### src/rtl/ipi_pkg.sv
package ipi_pkg;
  typedef enum logic {
    REG_BELL = 1'b0,
    REG_ACK  = 1'b1
  } ipi_reg_e;
endpackage

### src/rtl/ipi_port_if.sv
module ipi_port_if
  import ipi_pkg::*;
#(
  parameter int N_CPU  = 4,
  parameter int CPU_ID = 0
) (
  input  logic             we_i,
  input  logic             addr_i,
  input  logic [N_CPU-1:0] wdata_i,
  input  logic [N_CPU-1:0] pend_row_i,
  input  logic [N_CPU-1:0] open_col_i,
  output logic [N_CPU-1:0] bell_o,
  output logic [N_CPU-1:0] ack_o,
  output logic [N_CPU-1:0] rdata_o
);
  localparam logic [N_CPU-1:0] SelfMask = N_CPU'(1) << CPU_ID;

  ipi_reg_e sel;
  assign sel = ipi_reg_e'(addr_i);

  always_comb begin
    bell_o = '0;
    ack_o  = '0;
    if (we_i && sel == REG_BELL) bell_o = wdata_i & ~SelfMask;
    if (we_i && sel == REG_ACK)  ack_o  = wdata_i;
  end

  assign rdata_o = (sel == REG_ACK) ? pend_row_i : open_col_i;
endmodule

### src/rtl/ipi_pend_row.sv
module ipi_pend_row #(
  parameter int N_CPU = 4
) (
  input  logic             clk_i,
  input  logic             rst_ni,
  input  logic [N_CPU-1:0] set_i,
  input  logic [N_CPU-1:0] clr_i,
  output logic [N_CPU-1:0] pend_o,
  output logic             irq_o
);
  logic [N_CPU-1:0] pend_q;

  // set after clear: a new request always survives
  always_ff @(posedge clk_i or negedge rst_ni) begin
    if (!rst_ni) pend_q <= '0;
    else         pend_q <= (pend_q & ~clr_i) | set_i;
  end

  assign pend_o = pend_q;
  assign irq_o  = |pend_q;
endmodule

### src/rtl/ipi_doorbell_ctrl.sv
module ipi_doorbell_ctrl #(
  parameter int N_CPU = 4
) (
  input  logic                     clk_i,
  input  logic                     rst_ni,
  input  logic [N_CPU-1:0]         we_i,
  input  logic [N_CPU-1:0]         addr_i,
  input  logic [N_CPU*N_CPU-1:0]   wdata_i,
  output logic [N_CPU*N_CPU-1:0]   rdata_o,
  output logic [N_CPU-1:0]         irq_o
);
  // pend[t][s]: target t holds a request from sender s
  logic [N_CPU-1:0][N_CPU-1:0] pend;
  logic [N_CPU-1:0][N_CPU-1:0] bell;   // bell[s][t]
  logic [N_CPU-1:0][N_CPU-1:0] ack;    // ack[t][s]
  logic [N_CPU-1:0][N_CPU-1:0] set_m;  // set_m[t][s]
  logic [N_CPU-1:0][N_CPU-1:0] open_m; // open_m[s][t]

  for (genvar r = 0; r < N_CPU; r++) begin : g_xpose
    for (genvar k = 0; k < N_CPU; k++) begin : g_bit
      assign set_m[r][k]  = bell[k][r];
      assign open_m[r][k] = pend[k][r];
    end
  end

  for (genvar c = 0; c < N_CPU; c++) begin : g_cpu
    ipi_port_if #(
      .N_CPU (N_CPU),
      .CPU_ID(c)
    ) u_port (
      .we_i      (we_i[c]),
      .addr_i    (addr_i[c]),
      .wdata_i   (wdata_i[c*N_CPU +: N_CPU]),
      .pend_row_i(pend[c]),
      .open_col_i(open_m[c]),
      .bell_o    (bell[c]),
      .ack_o     (ack[c]),
      .rdata_o   (rdata_o[c*N_CPU +: N_CPU])
    );

    ipi_pend_row #(
      .N_CPU(N_CPU)
    ) u_row (
      .clk_i (clk_i),
      .rst_ni(rst_ni),
      .set_i (set_m[c]),
      .clr_i (ack[c]),
      .pend_o(pend[c]),
      .irq_o (irq_o[c])
    );
  end
endmodule

### config.mk
export PLATFORM = sky130hd
export DESIGN_NAME = ipi_doorbell_ctrl
export DESIGN_NICKNAME = d
export VERILOG_FILES = /design/src/rtl/ipi_pkg.sv /design/src/rtl/ipi_port_if.sv /design/src/rtl/ipi_pend_row.sv /design/src/rtl/ipi_doorbell_ctrl.sv
export SDC_FILE = /design/constraint.sdc
export NUM_CORES = 1
export LEC_CHECK = 0
export BUFFER_PORTS_ARGS = -buffer_cell sky130_fd_sc_hd__buf_2
export CAP_MARGIN = 20
export CORE_ASPECT_RATIO = 0.9
export CORE_MARGIN = 1.5
export CORE_UTILIZATION = 49
export CTS_BUF_LIST = sky130_fd_sc_hd__clkbuf_8
export DETAILED_ROUTE_END_ITERATION = 16
export GPL_TIMING_DRIVEN = 0
export PLACE_DENSITY_LB_ADDON = 0.05
export SYNTH_ARGS = -nofsm -noshare
export SYNTH_HDL_FRONTEND = slang
export SYNTH_SLANG_ARGS = --single-unit
### constraint.sdc
create_clock -name clk_i -period 2.6 [get_ports clk_i]
set_clock_uncertainty 0.15 [all_clocks]
set_input_delay 0.52 -clock clk_i [delete_from_list [all_inputs] [get_ports clk_i]]
set_output_delay 0.52 -clock clk_i [all_outputs]
set_load 0.05 [all_outputs]
==> metrics.csv, run 1 <==
stage,metric,value,unit
route,wirelength,1980,um
worst_hold_path,hold_class,in2async,
route,remaining_drc_errors,0,
timing,period_minus_slack,2190,ps
route,wl_per_cell,13.5,um
critical_path,cp-end-kind,output pin,
critical_path,path_class,reg2out,
finish,regArea,400,sq um
finish,drive_gt1_share,57.7,%
clock_network,hold_buffers,0,
pwr,power_density,697,nW/um^2
logic_synthesis,synthCells,79,
timing,fmax,456,MHz
grt,antenna_found_initial,0,
grt,overflow,0,
grt,grt_max_degree,17,
pwr,p_leak,0.573,nW
logic_synthesis,yosysWarnings,0,
status,status,finished clean,
clock_network,cts_tree,yes,
floorplanning,dieWidth,47.5,um
placed_design,placed_cell_area,1110,sq um
critical_path,crit_required,1930,ps
critical_path,cp-start-kind,flip-flop,
finish,utilization,68.4,%
timing,worst_pin_slew,363,ps
timing,post-route-period-util,84.4,%
timing,hold_viol,0,
timing,slew_headroom,75.8,%
finish,fin_area,1150,sq um
finish,final_nets,151,
finish,layout_commonest_cell,buf_2,
finish,multi_input_area,385,sq um
route,antenna_left,0,
logic_synthesis,netlist_area,873,sq um
finish,areaGrowthSynthToFinish,31.7,%
clock_network,clkLatencyLatePin,240,ps
floorplanning,core_area,1680,sq um
floorplanning,ios,46,
finish,largest_reg_flops,16,
logic_synthesis,avgSynthCellArea,11.1,sq um
floorplanning,start_util,51.9,%
pwr,vdd_drop_max,0.000435,V
finish,layout_common_cells,"buf_2, dfrtp_1, mux2_2, nand3_1, a22o_1",
placed_design,pre_cts_ws,661,ps
route,vias,778,
clock_network,cts.sinks,16,
grt,grt_pass1_vias,723,
grt,grt_usage,21.3,%
logic_synthesis,synth_seq_area_share,45.8,%
clock_network,numCtsBuffers,3,
timing,final-max-slew-violation-count,0,
floorplanning,die_y,43.1,um
logic_synthesis,yosysUniqueCellTypes,11,
finish,num_antenna_cells,0,
route,drt_pass1_iterations,4,
timing,final.setup.worst_slack,405,ps
route,drt-initial-drc-count,14,
timing,tns,0,ps
floorplanning,dieArea,2040,sq um
clock_network,cts.clk_slew.worst_paths,60,ps
clock_network,htreeDepth,1,
placed_design,port_buffers,41,
clock_network,root_buffer,clkbuf_8,
clock_network,clockBufferDepth,2,
timing,setup_violations,0,
clock_network,postCtsResizedCells,0,
timing,rsz0062_at_grt,no,
clock_network,cts_setup_buffers,0,
logic_synthesis,synth_nets,105,
finish,fillers,164,
route,vias_per_cell,5.29,
grt,grt_pass1_wl,3110,um
critical_path,cp_max_fo,4,
critical_path,crit_arrival,1520,ps
logic_synthesis,ys_seq_elements,16,
floorplanning,placementRows,14,
placed_design,dp_hpwl,1580,um
timing,hold_slack,35.2,ps
job,drv_cap,0,
placed_design,place_congestion,0.721,
report_power, final:
part | switching, mW | internal (mW) | total (mW)
combinational | 0.209 | 0.106 | 0.315
sequential | 0.0312 | 0.279 | 0.310
clock | 0.0745 | 0.102 | 0.177
total | 0.315 | 0.487 | 0.802
cells by family (layout without fill, tap and decap cells):
logic type | Yosys count | in the layout | synth area share (%)
simple gates | 20 | 20 | 13.2
compound gates | 16 | 16 | 15.5
flops | 16 | 16 | 45.8
buf+inv | 15 | 59 | 10.0
mux | 12 | 12 | 15.5
path summary, 6_finish.rpt:
check	endpoint	start	cells after the start	slack (ps)
min reg2reg	g_cpu[2].u_row.pend_o[2]	g_cpu[2].u_row.pend_o[2]	2	360
max	irq_o[0]	g_cpu[0].u_row.pend_o[1]	3	410
max reg2reg	g_cpu[0].u_row.pend_o[1]	g_cpu[0].u_row.pend_o[1]	1	1690
max in group asynchronous	g_cpu[1].u_row.pend_o[1]	rst_ni	1	2000
min	g_cpu[3].u_row.pend_o[2]	rst_ni	1	40
min in group clk_i	g_cpu[0].u_row.pend_o[0]	wdata_i[0]	2	310
area by class of cell:
cell class / instances / area share (%)
Sequential cell: 16 / 34.8
Multi-Input combinational cell: 48 / 33.5
Tap cell: 24 / 2.61
Clock buffer: 3 / 3.59
Buffer: 11 / 6.31
Timing Repair Buffer: 41 / 17.8
Inverter: 4 / 1.31
synthesized netlist by cell type:
cell type	count	share of area (%)
dfrtp_1	16	46
mux2_2	12	15
nand3_1	12	6.9
a22o_1	8	8.0
buf_4	7	6.0
a22o_2	4	4.6
a31oi_1	4	2.9
buf_2	4	2.3
inv_1	4	1.7
nor2b_1	4	2.9
or4_1	4	3.4
metal layers:
layer,track usage [%],part of all wire [%],vias up
met4,8.33,0.45,0
met1,27.5,46,368
li1,-,-,379
met2,35.1,48,29
met5,0,0,-
met3,2.55,5.6,2
through the flow:
step,power (mW),instances
floorplan,0.549,79
global placement,0.624,144
detailed placement,0.630,144
CTS,0.811,147
global route,0.838,147
finish,0.802,147
worst max-delay path, stage by stage (launching register included):
cell and delay (ps):
dfrtp_1 420, or4_1 530, buf_4 140, buf_2 200
Power figures use the tool's default switching activity.
==> inputs of run 2 (changes only) <==
- CORE_UTILIZATION: 49 -> 46
- clock period: 2.6 -> 2.1 ns (I/O delays scaled with it)
==> metrics.csv, run 2 (synthesis gave the netlist of run 1 again) <==
stage,metric,value,unit,change
status,status,finished clean,,
clock_network,cts.clk_slew.worst_paths,60,ps,about the same
timing,setup_violations,0,,unchanged
grt,grt_max_degree,17,,unchanged
floorplanning,die_y,44.3,um,+3.0%
clock_network,cts.sinks,16,,unchanged
finish,layout_common_cells,"buf_2, buf_4, dfrtp_1",,
grt,grt_usage,22.0,%,+0.67 points
floorplanning,placementRows,14,,unchanged
finish,drive_gt1_share,59.8,%,+2.1 points
timing,period_minus_slack,2050,ps,
finish,num_antenna_cells,0,,unchanged
timing,worst_pin_slew,370,ps,+6.95 ps
critical_path,cp-start-kind,flip-flop,,
floorplanning,start_util,50.4,%,-1.6 points
placed_design,port_buffers,41,,unchanged
job,drv_cap,0,,unchanged
grt,antenna_found_initial,0,,unchanged
grt,grt_pass1_vias,734,,+1.5%
clock_network,htreeDepth,1,,unchanged
floorplanning,dieArea,2170,sq um,+6.1%
clock_network,cts_tree,yes,,
route,vias,820,,+5.4%
route,wirelength,2220,um,+12%
timing,post-route-period-util,97.6,%,
timing,fmax,488,MHz,
finish,layout_commonest_cell,buf_2,,
clock_network,numCtsBuffers,3,,unchanged
critical_path,crit_required,1530,ps,-400 ps
finish,largest_reg_flops,16,,unchanged
route,drt_pass1_iterations,4,,unchanged
route,drt-initial-drc-count,12,,-2
critical_path,crit_top_cell,buf_4,,
critical_path,crit_slowest_cell,or4_1,,
worst_hold_path,hold_class,in2reg,,
route,antenna_left,0,,unchanged
critical_path,crit_path_max_incr_delay,520,ps,about the same
finish,utilization,71.7,%,+3.3 points
clock_network,clockBufferDepth,2,,unchanged
clock_network,root_buffer,clkbuf_8,,
critical_path,cp_max_fo,3,,-1
floorplanning,core_area,1730,sq um,+3.1%
floorplanning,dieWidth,48.9,um,+3.0%
grt,grt_pass1_wl,3500,um,+13%
critical_path,cp-end-kind,output pin,,
timing,hold_viol,0,,unchanged
finish,areaGrowthSynthToFinish,42.4,%,
critical_path,crit_arrival,1480,ps,-40 ps
timing,final-max-slew-violation-count,0,,unchanged
route,vias_per_cell,5.26,,-0.68%
timing,slew_headroom,75.3,%,-0.46 points
grt,overflow,0,,unchanged
pwr,vdd_drop_max,0.000658,V,+51%
timing,tns,0,ps,unchanged
floorplanning,ios,46,,unchanged
pwr,p_leak,0.628,nW,+9.6%
critical_path,path_cells,or4_1 -> buf_4 -> buf_4,,
critical_path,path_class,reg2out,,
clock_network,clkLatencyLatePin,250,ps,about the same
route,wl_per_cell,14.2,um,+5.5%
finish,final_nets,159,,+5.3%
pwr,power_density,878,nW/um^2,+26%
placed_design,place_congestion,0.767,,+6.4%
placed_design,dp_hpwl,1580,um,-0.26%
finish,fillers,144,,-12%
route,remaining_drc_errors,0,,unchanged
-- run 2: layout make-up --
class	instances	area, sq um	area share (%)
plain buffers	11	72.6	5.84
clock buffers	4	55.1	4.43
inverters	4	15.0	1.21
multi-input cells	48	385	31.0
flip-flops and latches	16	400	32.2
well taps	24	30.0	2.41
repair buffers	49	285	22.9
-- run 2: where the power goes --
| group | internal, mW | leakage [nW] | switching (mW) |
|---|---|---|---|
| Clock | 0.166 | 0.0288 | 0.109 |
| Combinational | 0.165 | 0.405 | 0.273 |
| Sequential | 0.345 | 0.195 | 0.0342 |
-- run 2: path summary, 6_finish.rpt --
| path | start | to | slack [ps] | cells past startpoint |
|---|---|---|---|---|
| min in group asynchronous | rst_ni | g_cpu[1].u_row.pend_o[2] | 470 | 2 |
| setup / recovery | g_cpu[2].u_row.pend_o[1] | irq_o[2] | 50 | 3 |
| setup reg to reg | g_cpu[3].u_row.pend_o[1] | g_cpu[3].u_row.pend_o[1] | 960 | 3 |
| hold reg to reg | g_cpu[3].u_row.pend_o[3] | g_cpu[3].u_row.pend_o[3] | 350 | 2 |
| max in group asynchronous | rst_ni | g_cpu[3].u_row.pend_o[0] | 1070 | 2 |
| hold / removal | wdata_i[15] | g_cpu[3].u_row.pend_o[3] | 200 | 2 |
-- run 2: repair_timing --
item	in CTS	in global routing
setup endpoints to repair	0	4
endpoints found under the hold margin	16	0
resized for setup	0	10
buffers inserted	0	7
hold buffers	1	0
-- run 2: worst max-delay path: cells and delay by family, from the launching register on --
family | cells | cell delay [ps]
DFF | 1 | 390
buffers and inverters | 2 | 320
and+or+nand+nor | 1 | 520
-- run 2: stage by stage --
step | cell area [sq um] | power (mW) | setup slack (ps) | hold WS, ps | cells
floorplan | 873 | 0.679 | 335 | -25.6 | 79
global placement | 1110 | 0.774 | 292 | 199 | 144
detailed placement | 1110 | 0.779 | 286 | 205 | 144
CTS | 1170 | 1.06 | 7.16 | 190 | 149
global route | 1240 | 1.14 | -7.71 | 192 | 156
finish | 1240 | 1.09 | 51.0 | 197 | 156
-- run 2: metal layers --
metal | GRT usage (%) | up-vias | routed length, um
li1 | - | 394 | -
met4 | 6.86 | 0 | 24
met1 | 28.5 | 388 | 962
met5 | 0 | - | 0
met3 | 5.07 | 4 | 108
met2 | 37.3 | 34 | 1120
